--- config.mk ---
export PLATFORM = sky130hd
export DESIGN_NAME = banked_irq_ctrl
export DESIGN_NICKNAME = d
export VERILOG_FILES = /design/src/rtl/irqc_pkg.sv /design/src/rtl/irqc_bank.sv /design/src/rtl/irqc_out_fsm.sv /design/src/rtl/banked_irq_ctrl.sv
export SDC_FILE = /design/constraint.sdc
export NUM_CORES = 1
export LEC_CHECK = 0
export ABC_CLOCK_PERIOD_IN_PS = 6300
export BUFFER_PORTS_ARGS = -buffer_cell sky130_fd_sc_hd__buf_2
export CAP_MARGIN = 20
export CELL_PAD_IN_SITES_DETAIL_PLACEMENT = 0
export CELL_PAD_IN_SITES_GLOBAL_PLACEMENT = 1
export CORE_UTILIZATION = 50
export CTS_BUF_LIST = sky130_fd_sc_hd__clkbuf_16
export DETAILED_ROUTE_END_ITERATION = 8
export GPL_TIMING_DRIVEN = 0
export PLACE_DENSITY_LB_ADDON = 0.1
export SYNTH_ARGS = -nofsm -noshare
export SYNTH_HDL_FRONTEND = slang
export SYNTH_SLANG_ARGS = --single-unit
--- constraint.sdc ---
create_clock -name clk -period 6.3 [get_ports clk]
set_clock_uncertainty 0.05 [all_clocks]
set_input_delay 0.945 -clock clk [delete_from_list [all_inputs] [get_ports clk]]
set_output_delay 0.945 -clock clk [all_outputs]
set_load 0.005 [all_outputs]
--- src/rtl/irqc_pkg.sv ---
package irqc_pkg;

    localparam int LINES_PER_BANK = 32;

    // word addresses of the global registers
    localparam int ID_ADDR    = 0;
    localparam int MEN_ADDR   = 1;
    localparam int OEN_ADDR   = 2;
    localparam int MSTAT_ADDR = 3;

    // per-bank windows start here, 8 words each
    localparam int BANK_BASE     = 16;
    localparam int BANK_SPAN_LOG = 3;

    typedef enum logic [2:0] {
        RG_EN_SET  = 3'd0,
        RG_EN_CLR  = 3'd1,
        RG_RAW_CLR = 3'd2,
        RG_TYPE    = 3'd3,
        RG_MASKED  = 3'd4
    } bank_reg_e;

    typedef enum logic [1:0] {
        GATE_OFF    = 2'd0,
        GATE_ARMED  = 2'd1,
        GATE_FIRING = 2'd2
    } gate_state_e;

    typedef struct packed {
        logic en_set;
        logic en_clr;
        logic raw_clr;
        logic typ_wr;
    } bank_wr_t;

endpackage

--- src/rtl/irqc_bank.sv ---
module irqc_bank
    import irqc_pkg::*;
#(
    parameter int WIDTH = LINES_PER_BANK
) (
    input  logic             clk,
    input  logic             rst_n,
    input  logic [WIDTH-1:0] lines_i,
    input  bank_wr_t         wr_i,
    input  logic [WIDTH-1:0] wdata_i,
    input  bank_reg_e        rsel_i,
    output logic [WIDTH-1:0] en_o,
    output logic [WIDTH-1:0] typ_o,
    output logic [WIDTH-1:0] raw_o,
    output logic [31:0]      rdata_o
);

    logic [WIDTH-1:0] en_q, typ_q, raw_q, prev_q;
    logic [WIDTH-1:0] raw_d, clr_mask;

    assign clr_mask = wr_i.raw_clr ? wdata_i : '0;

    // one capture cell per line: edge mode is sticky with set priority
    for (genvar i = 0; i < WIDTH; i++) begin : g_cell
        logic rise;
        assign rise     = lines_i[i] & ~prev_q[i];
        assign raw_d[i] = typ_q[i] ? ((raw_q[i] & ~clr_mask[i]) | rise)
                                   : lines_i[i];
    end

    always_ff @(posedge clk or negedge rst_n) begin
        if (!rst_n) begin
            en_q   <= '0;
            typ_q  <= '0;
            raw_q  <= '0;
            prev_q <= '0;
        end else begin
            raw_q  <= raw_d;
            prev_q <= lines_i;
            if (wr_i.en_set)
                en_q <= en_q | wdata_i;
            else if (wr_i.en_clr)
                en_q <= en_q & ~wdata_i;
            if (wr_i.typ_wr)
                typ_q <= wdata_i;
        end
    end

    always_comb begin
        rdata_o = '0;
        unique case (rsel_i)
            RG_EN_SET,
            RG_EN_CLR:  rdata_o[WIDTH-1:0] = en_q;
            RG_RAW_CLR: rdata_o[WIDTH-1:0] = raw_q;
            RG_TYPE:    rdata_o[WIDTH-1:0] = typ_q;
            RG_MASKED:  rdata_o[WIDTH-1:0] = raw_q & en_q;
            default:    rdata_o = '0;
        endcase
    end

    assign en_o  = en_q;
    assign typ_o = typ_q;
    assign raw_o = raw_q;

endmodule

--- src/rtl/irqc_out_fsm.sv ---
module irqc_out_fsm
    import irqc_pkg::*;
(
    input  logic clk,
    input  logic rst_n,
    input  logic master_en_i,
    input  logic out_en_i,
    input  logic pending_i,
    output logic irq_o
);

    gate_state_e state_q, state_d;

    always_ff @(posedge clk or negedge rst_n) begin
        if (!rst_n)
            state_q <= GATE_OFF;
        else
            state_q <= state_d;
    end

    always_comb begin
        state_d = state_q;
        unique case (state_q)
            GATE_OFF: begin
                if (master_en_i && out_en_i && pending_i)
                    state_d = GATE_FIRING;      // fire
                else if (master_en_i)
                    state_d = GATE_ARMED;       // switch-on
            end
            GATE_ARMED: begin
                if (!master_en_i)
                    state_d = GATE_OFF;         // switch-off
                else if (out_en_i && pending_i)
                    state_d = GATE_FIRING;      // fire
            end
            GATE_FIRING: begin
                if (!master_en_i)
                    state_d = GATE_OFF;         // switch-off
                else if (!(out_en_i && pending_i))
                    state_d = GATE_ARMED;       // quiesce
            end
            default: state_d = GATE_OFF;
        endcase
    end

    always_comb begin
        irq_o = (state_q == GATE_FIRING);
    end

endmodule

--- src/rtl/banked_irq_ctrl.sv ---
module banked_irq_ctrl
    import irqc_pkg::*;
#(
    parameter int          NUM_LINES = 64,
    parameter logic [15:0] VERSION   = 16'h0102,
    parameter int          ADDR_W    = 8
) (
    input  logic                 clk,
    input  logic                 rst_n,
    input  logic [NUM_LINES-1:0] irq_lines,
    input  logic [ADDR_W-1:0]    bus_addr,
    input  logic                 bus_we,
    input  logic [31:0]          bus_wdata,
    output logic [31:0]          bus_rdata,
    output logic                 irq_out
);

    localparam int NB     = NUM_LINES / LINES_PER_BANK;
    localparam int BIDX_W = ADDR_W - BANK_SPAN_LOG;

    logic [ADDR_W-1:0] boff;
    logic [BIDX_W-1:0] bidx;
    logic              in_bank;
    bank_reg_e         rsel;

    logic master_en, out_en, pending, mstat;

    logic [NUM_LINES-1:0] en_all, typ_all, raw_all;
    logic [31:0]          bank_rd [NB];
    bank_wr_t             bank_wr [NB];

    assign boff    = bus_addr - ADDR_W'(BANK_BASE);
    assign bidx    = boff[ADDR_W-1:BANK_SPAN_LOG];
    assign rsel    = bank_reg_e'(boff[BANK_SPAN_LOG-1:0]);
    assign in_bank = (bus_addr >= ADDR_W'(BANK_BASE)) && (int'(bidx) < NB);

    for (genvar b = 0; b < NB; b++) begin : g_bank
        logic hit;
        assign hit = bus_we && in_bank && (bidx == BIDX_W'(b));

        assign bank_wr[b].en_set  = hit && (rsel == RG_EN_SET);
        assign bank_wr[b].en_clr  = hit && (rsel == RG_EN_CLR);
        assign bank_wr[b].raw_clr = hit && (rsel == RG_RAW_CLR);
        assign bank_wr[b].typ_wr  = hit && (rsel == RG_TYPE);

        irqc_bank #(.WIDTH(LINES_PER_BANK)) bank_i (
            .clk     (clk),
            .rst_n   (rst_n),
            .lines_i (irq_lines[b*LINES_PER_BANK +: LINES_PER_BANK]),
            .wr_i    (bank_wr[b]),
            .wdata_i (bus_wdata),
            .rsel_i  (rsel),
            .en_o    (en_all[b*LINES_PER_BANK +: LINES_PER_BANK]),
            .typ_o   (typ_all[b*LINES_PER_BANK +: LINES_PER_BANK]),
            .raw_o   (raw_all[b*LINES_PER_BANK +: LINES_PER_BANK]),
            .rdata_o (bank_rd[b])
        );
    end

    always_ff @(posedge clk or negedge rst_n) begin
        if (!rst_n) begin
            master_en <= 1'b0;
            out_en    <= 1'b0;
        end else if (bus_we) begin
            if (bus_addr == ADDR_W'(MEN_ADDR))
                master_en <= bus_wdata[0];
            if (bus_addr == ADDR_W'(OEN_ADDR))
                out_en <= bus_wdata[0];
        end
    end

    assign pending = |(raw_all & en_all);
    assign mstat   = master_en & pending;

    irqc_out_fsm gate_i (
        .clk         (clk),
        .rst_n       (rst_n),
        .master_en_i (master_en),
        .out_en_i    (out_en),
        .pending_i   (pending),
        .irq_o       (irq_out)
    );

    always_comb begin
        bus_rdata = '0;
        if (bus_addr == ADDR_W'(ID_ADDR))
            bus_rdata = {VERSION, 16'(NUM_LINES)};
        else if (bus_addr == ADDR_W'(MEN_ADDR))
            bus_rdata = {31'd0, master_en};
        else if (bus_addr == ADDR_W'(OEN_ADDR))
            bus_rdata = {31'd0, out_en};
        else if (bus_addr == ADDR_W'(MSTAT_ADDR))
            bus_rdata = {31'd0, mstat};
        else if (in_bank) begin
            for (int b = 0; b < NB; b++)
                if (bidx == BIDX_W'(b))
                    bus_rdata = bank_rd[b];
        end
    end

endmodule

## Yosys cells after proc, flatten, opt, wreduce, memory -nomap -nowiden

Index checks and enable logic that the tools add are counted.
W data, S select, Z words.

- Add/subtract/negate cells: 1
- $lt $le $gt $ge: 2
- Equality and inequality tests: 13
- Muxes and demuxes: 86
- Bitwise gates (word level): 329
- Reductions and logical operators: 26

Operators with widths:

| cell | number |
|---|---|
| $mux W32 | 13 |
| $pmux W32 S4 | 2 |
| $and A1 B1 Y1 | 129 |
| $and A32 B32 Y32 | 4 |
| $not A1 Y1 | 128 |
| $and A64 B64 Y64 | 1 |
| $mux W1 | 64 |
| $or A1 B1 Y1 | 64 |
| $or A32 B32 Y32 | 2 |
| $reduce_or A64 Y1 | 1 |
| $not A32 Y32 | 1 |
| $eq A8 B2 Y1 const B | 2 |
| $logic_and A1 B1 Y1 | 15 |
| $mux W2 | 6 |
| $eq A8 B1 Y1 const B | 1 |
| $ge A8 B5 Y1 const B | 1 |
| $logic_not A8 Y1 | 1 |
| $sub A8 B5 Y8 const B | 1 |
| $eq A3 B2 Y1 const B | 2 |
| $ne A3 B2 Y1 const B | 2 |
| $pmux W2 S3 | 1 |
| $eq A5 B1 Y1 const B | 1 |
| $logic_not A5 Y1 | 1 |
| $lt A5 B2 Y1 const B | 1 |
| 11 further kinds | 13 |

- Flip-flop bits (word level): 260
- Bits of input ports: 107
- Output and inout port bits: 33
- Logic and storage cells: 468

## Logic depth before layout (Yosys ltp)

Gate-level depths: netlist of the first run.

- Depth after elaboration: 11
- Depth in mapped cells: 9
- Gate-level depth less buffers: 8

## Cells and area by module

A second synthesis of the first run with hierarchy kept.

- Cell total of the unflattened synthesis: 1,072
- Area, all modules: 12,092.8 µm²

By module, submodules not included:

| module | instances | cells each | area an instance (µm²) | sequential area each (µm²) |
|---|---|---|---|---|
| irqc_bank | 2 | 455 | 5,446.5 | 3,203.1 |
| banked_irq_ctrl | 1 | 155 | 1,108.6 | 50.0 |
| irqc_out_fsm | 1 | 7 | 91.3 | 50.0 |

## Worst setup path after synthesis of the first run

Ideal clock, no wire load.

- Kind: input-to-output
- From: in bus_addr[0]
- To: out bus_rdata[19]
- Data arrival time: 2.408 ns
- Data required time: 5.305 ns
- Path slack: 2.897 ns
- Cell stages on the path: 6
- Path buffers: 2
- Cells stage by stage: buf_2 > clkinv_1 > nand2_1 > a2111o_1 > clkbuf_1 > nor4_1

- Longest elaborated chain between the ends: 11
- Elaborated cells on any way between the ends: 25
- Classes of those cells: 1 x add/sub; 2 x order compare; 8 x eq/ne; 9 x mux; 5 x reduce/logical

RTL lines:

| what | line | text |
|---|---|---|
| start, declared | banked_irq_ctrl.sv:11 | `input logic [ADDR_W-1:0] bus_addr,` |
| $sub A8 B5 Y8 | banked_irq_ctrl.sv:32 | `assign boff = bus_addr - ADDR_W'(BANK_BASE);` |
| $eq A3 B1 Y1 / $logic_not A3 Y1 (equally long branches) | irqc_bank.sv:51 | `unique case (rsel_i)` |
| $reduce_or A2 Y1 | irqc_bank.sv:51 |  |
| $pmux W32 S4 | irqc_bank.sv:51 |  |
| $mux W32 (2 in series) | banked_irq_ctrl.sv:96 | `if (bidx == BIDX_W'(b))` |
| $mux W32 | banked_irq_ctrl.sv:94 | `else if (in_bank) begin` |
| $mux W32 | banked_irq_ctrl.sv:92 | `else if (bus_addr == ADDR_W'(MSTAT_ADDR))` |
| $mux W32 | banked_irq_ctrl.sv:90 | `else if (bus_addr == ADDR_W'(OEN_ADDR))` |
| $mux W32 | banked_irq_ctrl.sv:88 | `else if (bus_addr == ADDR_W'(MEN_ADDR))` |
| $mux W32 * | banked_irq_ctrl.sv:86 | `if (bus_addr == ADDR_W'(ID_ADDR))` |
| end, declared | banked_irq_ctrl.sv:14 | `output logic [31:0] bus_rdata,` |

Every way passes the cells marked *; elsewhere a longest branch is shown, timed or not.

## Worst setup path in the final report of the first run

- From: in bus_addr[1]
- To: out bus_rdata[16]

The elaborated chain is that of the path after synthesis.

==> results of run 1 <==
## final cells by class
class,instances,area (µm²)
multi-input combinational,782,5260
timing repair buffer,140,756
sequential,260,6510
inverter,6,22.5
clock inverter,22,121
fill,2068,9530
tap,319,399
antenna,1,2.50
clock buffer,29,726
buffer,69,292
## worst max-delay path by stage
stage,to,slack [ns],depth (start not counted)
after floorplan,bus_rdata[19],2.90,6
after global placement,g_bank[1].bank_i.prev_q[7],-0.53,1
after detailed placement,bus_rdata[16],1.88,9
after CTS,bus_rdata[16],1.92,9
after global routing,bus_rdata[3],1.77,9
final,bus_rdata[16],1.85,9
## through the flow
stage	setup TNS [ns]	hold slack [ns]	total power [mW]
6_report	0	0.278	3.62
2_1_floorplan	0	0.404	1.92
5_1_grt	0	0.318	3.74
3_5_place_dp	0	0.455	2.10
3_3_place_gp	-131.81	0.435	2.09
4_1_cts	0	0.294	3.63
## power groups by stage
stage / clock [mW] / sequential, mW / combinational [mW]
6_report: 1.54 / 1.78 / 0.299
3_5_place_dp: 0 / 1.80 / 0.295
3_3_place_gp: 0 / 1.80 / 0.286
4_1_cts: 1.56 / 1.78 / 0.296
2_1_floorplan: 0 / 1.78 / 0.137
5_1_grt: 1.63 / 1.78 / 0.324
## layout by cell type (no fill, tap or decap), types with 6 or more instances in the layout
master | netlist | layout
a211oi_1 | 26 | 26
a21boi_0 | 12 | 12
a21oi_1 | 34 | 34
a221oi_1 | 33 | 33
a22o_1 | 9 | 9
a22oi_1 | 12 | 12
a311oi_1 | 9 | 9
a31oi_1 | 19 | 19
a32o_1 | 64 | 64
buf_1 | 7 | 7
buf_2 | 17 | 154
clkbuf_1 | 42 | 42
clkbuf_16 | 0 | 29
clkinv_1 | 1 | 11
clkinv_2 | 0 | 6
dfrtp_1 | 260 | 260
inv_1 | 4 | 8
mux2_1 | 14 | 14
mux2_2 | 115 | 115
mux2i_1 | 19 | 19
nand2_1 | 262 | 262
nand3_1 | 7 | 7
nand4_1 | 7 | 7
nor2_1 | 35 | 35
nor4_1 | 13 | 13
o21ai_0 | 45 | 45
o21bai_1 | 14 | 14
o22ai_1 | 8 | 8
## Yosys cell counts (17+ instances only)
cell type	number	share of area (%)
buf_2	17	0.70
a221oi_1	33	2.4
dfrtp_1	260	54
nand2_1	262	8.1
clkbuf_1	42	1.3
mux2i_1	19	1.6
a211oi_1	26	1.6
a32o_1	64	5.3
mux2_2	115	11
o21ai_0	45	1.9
a31oi_1	19	0.98
a21oi_1	34	1.4
nor2_1	35	1.1
## worst max-delay path, delay by kind of cell
| family | cells | cell delay (ns) |
|---|---|---|
| and+or+nand+nor | 1 | 0.09 |
| buffers and inverters | 5 | 1.65 |
| AOI/OAI and AO/OA | 3 | 0.76 |
## per-layer routing
| metal | vias up | track usage [%] |
|---|---|---|
| met4 | 2 | 12.4 |
| met2 | 491 | 50.7 |
| met5 | - | 0 |
| li1 | 4500 | - |
| met3 | 92 | 5.70 |
| met1 | 5103 | 47.6 |
## cell families after synthesis
group | count (synthesis)
compound gates | 291
xor+xnor | 1
fa+ha+maj | 2
buf+inv | 75
flops | 260
mux | 148
simple gates | 340
==> results.md, run 1 <==
* Final core area utilization at 59.6%
* Slew @ Worst Pin at 1.04 ns
* Final instance area at 14100 µm²
* Clock root cell: clkbuf_16
* Port Buffers at 138
* Crit. Startpoint: bus_addr[1]
* Hold crit path type: in2async
* Netlist cell types at 47
* Cell mode on critical path: buf_2
* Row Count at 56
* Metal2 WL at about 18000 µm
* Reg2reg start: g_bank[1].bank_i.raw_o[6]
* Metal-1 WL at between 15000 and 20000 µm
* Post-CTS Setup Bufs at 0
* Iter 0 DRT Violations at between 1000 and 1500
* Synthesized area at 12100 µm²
* Req. time, crit path at 5.30 ns
* Antenna violations before repair at 2
* Max-slew violation count at 0
* Final Worst Setup Slack at between 1.5 and 2 ns
* Switching part of the total at 25.4%
* Period utilization at 70.7%
* Post-synthesis xor/xnor area fraction at 0.0725%
* Placed cell count at about 1600
* Post-synthesis adder-cell area fraction at 0.207%
* Slew HR at ~30%
* Ys async rst share at 100%
* Num ports at 140
* Critical path peak fanout at 10
* Crit path DAT at 3.46 ns
* Synthesized instance count at between 1000 and 1500
* Top FF cell, synth: dfrtp_1
* DIE WIDTH at 157 µm
* Fin. Hold Viols at 0
* Setup crit end kind: output pin
* Mux contribution to synthesized area at between 10% and 20%
* Met3 WL at 3490 µm
* P_int at 2.70 mW
* Simple-gate share of the synthesized area at between 10% and 20%
* First-pass GRT wire length at 60100 µm
* Clock-pin slew on the worst setup and hold paths at 0.06 ns
* Detailed-route via count at 10200
* #FFs+latches synth at 260
* Largest family of logic cells by synthesized area: compound AO/OA/AOI/OAI gates
* Combinational Power Share at ~8.3%
* Compound-Gate Fraction of Synth Area at 18.2%
* Num CTS Buffers at 29
* Vias in the first global route at 9913
* Syn Nets at 1226
* Overflow after GRT at 0
* RSZ-0062 raised after global routing: false
* HPWL after DPL at 27600 µm
* PostCTS Resize Cnt at 0
* P per Cell Area at 257 nW/µm²
* Hold buffers post-CTS at 0
* Routability congestion estimate at 0.919
* Clock H-tree levels at 1
* Routed Antenna Nets at 0
* Area delta synth->final at 16.6%
* Clock power share at 42.6%
* Routed wire length at 40000 µm
* Core area at 23600 µm²
* Largest stage delay, worst path at 0.59 ns
* Status: finished, final reports clean
* Slowest cell on crit path: clkbuf_1
* CTS tree: built
* R2R Path End: gate_i.state_q[0]
* Worst reg2reg path depth at 5
* Leak at 6.26 nW
* Setup CP Type: in2out
* Die Span Y at 157 µm
* Clock Path Buffers at 3
* CTS Sinks at 260
* Min cycle time layout at 4.45 ns
* Non-Filler Instances at between 1500 and 2000
* Clock Latency Late Sink at 0.55 ns
* Initial core utilization at around half
* Net switching power at 0.920 mW
* Top sig layer: met5
* Largest net degree at the start of global routing at 120
* DP Worst Slack at 1.88 ns
* Reg-to-reg setup timing slack at 3.99 ns
* Area post-placement at 13200 µm²
* Die area at 24800 µm²
* Warning count from the yosys run at 0
* Share of cells above drive strength 1 at around a quarter
* DRC Markers at 0
* Worst Setup Start Kind: input pin
* Post-synth EDFFs at 0
* Total track usage at 33.3%
* Sequential share of power at 49.1%
* DR WL/cell at 24.6 µm
* Highest clock rate at 225 MHz
* Peak supply drop at 194 µV
* Max-cap viol count at 0
* Via/cell ratio at 6.26
* DRT Pass-1 Iters at 5
* Sequential-to-total area share from yosys stat at 53.9%
* Final setup vio count at 0
* Ordered cell list for the critical path: buf_2, buf_2, clkbuf_1, buf_2, nor2_1, a211oi_1, a311oi_1, a211oi_1, buf_2
* Synth Area per Inst at about 11 µm²
* Fin nets at 1397
Note: power is estimated with default switching activity, not from simulation.
==> run 2: changes to the inputs <==
--- a/config.mk
+++ b/config.mk
@@ -5,12 +5,12 @@
 export SDC_FILE = /design/constraint.sdc
 export NUM_CORES = 1
 export LEC_CHECK = 0
-export ABC_CLOCK_PERIOD_IN_PS = 6300
+export ABC_CLOCK_PERIOD_IN_PS = 4000
 export BUFFER_PORTS_ARGS = -buffer_cell sky130_fd_sc_hd__buf_2
 export CAP_MARGIN = 20
 export CELL_PAD_IN_SITES_DETAIL_PLACEMENT = 0
 export CELL_PAD_IN_SITES_GLOBAL_PLACEMENT = 1
-export CORE_UTILIZATION = 50
+export CORE_UTILIZATION = 42
 export CTS_BUF_LIST = sky130_fd_sc_hd__clkbuf_16
 export DETAILED_ROUTE_END_ITERATION = 8
 export GPL_TIMING_DRIVEN = 0
==> constraint.sdc (replaced) <==
create_clock -name clk -period 4 [get_ports clk]
set_clock_uncertainty 0.05 [all_clocks]
set_input_delay 0.6 -clock clk [delete_from_list [all_inputs] [get_ports clk]]
set_output_delay 0.6 -clock clk [all_outputs]
set_load 0.005 [all_outputs]
==> results.md, run 2 (same netlist as run 1, synthesis figures left out) <==
* Core area at about 28000 µm²
* Hold depth at 1
* WHS Endpoint: g_bank[0].bank_i.prev_q[6]
* CTS Sinks at 260
* Port Buffers at 138
* DIE WIDTH at 172 µm
* Reg area at 6510 µm²
* Slew @ Worst Pin at 0.910 ns
* Row Count at about 60
* Sequential share of power at 47.6%
* Critical path peak fanout at 10
* Max-cap viol count at 0
* Initial core utilization at 43.1%
* Final Worst Setup Slack at 0.0661 ns
* HPWL after DPL at 28900 µm
* DP Worst Slack at 0.246 ns
* Hold crit path type: in2reg
* Setup CP Type: in2out
* Worst Setup Start Kind: input pin
* Total track usage at between 20 and 30%
* Clock-pin slew on the worst setup and hold paths at 0.06 ns
* P per Cell Area at 412 nW/µm²
* Area delta synth->final at 18.0%
* Hold buffers post-CTS at 1
* Worst reg2reg path depth at 5
* Final setup TNS at 0 ns
* Vias in the first global route at about 9600
* Largest net degree at the start of global routing at 117
* Iter 0 DRT Violations at between 900 and 1000
* Fin. Hold Viols at 0
* Clock root cell: clkbuf_16
* Via/cell ratio at slightly below 6
* CTS tree: built
* DR WL/cell at roughly 25 µm
* Routed wire length at approximately 42000 µm
* Clock Path Buffers at 3
* P_int at 4.40 mW
* Share of cells above drive strength 1 at 24.1%
* Net switching power at 1.48 mW
* Min cycle time layout at 3.93 ns
* Fin nets at 1399
* Die Span Y at 172 µm
* Max-slew violation count at 0
* Most frequent cells in the layout: nand2_1 (262), dfrtp_1 (260), buf_2 (154)
* N_diodes at 0
* Final setup vio count at 0
* Die area at 29400 µm²
* Switching part of the total at 25.1%
* Clock power share at 44.2%
* Routed Antenna Nets at 0
* Peak supply drop at 337 µV
* Highest clock rate at 254 MHz
* Clock Latency Late Sink at ~0.56 ns
* Reg-to-reg setup timing slack at 1.71 ns
* Post-CTS Setup Bufs at 0
* Clock H-tree levels at 1
* DRT Pass-1 Iters at 5
* Crit path DAT at 3.28 ns
* DRC Markers at 0
* Multi-input gate area at approximately 5300 µm²
* R2R Path End: gate_i.state_q[0]
* Period utilization at ~98%
* HP Start: irq_lines[6]
* Detailed-route via count at 10100
* Most common cell after layout, fill and taps aside: nand2_1
* Final instance area at 14200 µm²
* Req. time, crit path at 3.35 ns
* PostCTS Resize Cnt at 0
* Num ports at 140
* Area post-placement at 13300 µm²
* Slew HR at 39.3%
* RSZ-0062 raised after global routing: false
* Overflow after GRT at 0
* Status: finished, final reports clean
* Total power at 5.88 mW
* Combinational Power Share at around 8%
* Routability congestion estimate at 0.889
* Leak at 6.32 nW
* Num CTS Buffers at 30
* Antenna violations before repair at 1
* Filler cells at around 2600
* Setup crit end kind: output pin
* First-pass GRT wire length at between 60000 and 70000 µm
==> run 2: layout make-up <==
cell class	instances	share of cell area [%]
Clock buffer	31	5.44
Multi-Input combinational cell	782	36.9
Tap cell	378	3.32
Buffer	69	2.05
Inverter	6	0.158
Clock inverter	25	1.10
Timing Repair Buffer	141	5.37
Sequential cell	260	45.7
==> run 2: per-stage QoR <==
step / utilization (%) / cells / hold slack [ns]
2_1_floorplan: - / 1117 / 0.254
3_3_place_gp: 47.3 / 1633 / 0.438
3_5_place_dp: 47.5 / 1635 / 0.456
4_1_cts: 50.9 / 1692 / 0.0949
5_1_grt: 50.9 / 1692 / 0.0962
6_report: 50.9 / 1692 / 0.110
==> run 2: power groups by stage <==
stage,registers [mW],logic [mW],clock network (mW)
final,2.80,0.478,2.60
after CTS,2.80,0.476,2.65
after global routing,2.81,0.520,2.75
after floorplan,2.81,0.216,0
after detailed placement,2.84,0.473,0
after global placement,2.84,0.460,0
==> run 2: worst max-delay path by stage <==
| stage | start | to | depth (start not counted) |
|---|---|---|---|
| after global routing | bus_addr[1] | bus_rdata[17] | 10 |
| after global placement | rst_n | g_bank[0].bank_i.prev_q[3] | 1 |
| after floorplan | bus_addr[0] | bus_rdata[19] | 6 |
| after CTS | bus_addr[1] | bus_rdata[16] | 8 |
| after detailed placement | bus_addr[1] | bus_rdata[16] | 8 |
| final | bus_addr[1] | bus_rdata[17] | 10 |
==> run 2: routing by layer <==
metal / global-route usage (%) / share of wire (%)
met5: 0 / 0
met4: 6.75 / 2.3
met3: 3.50 / 6.4
met2: 45.2 / 45
met1: 42.8 / 46
==> run 2: worst max-delay path, cell delays in order <==
cell,delay (ns)
buf_2,0.18
buf_2,0.28
clkbuf_1,0.62
clkbuf_1,0.58
a211oi_1,0.16
a31oi_1,0.29
nor2_1,0.10
a21oi_1,0.14
o21ai_0,0.13
buf_2,0.18
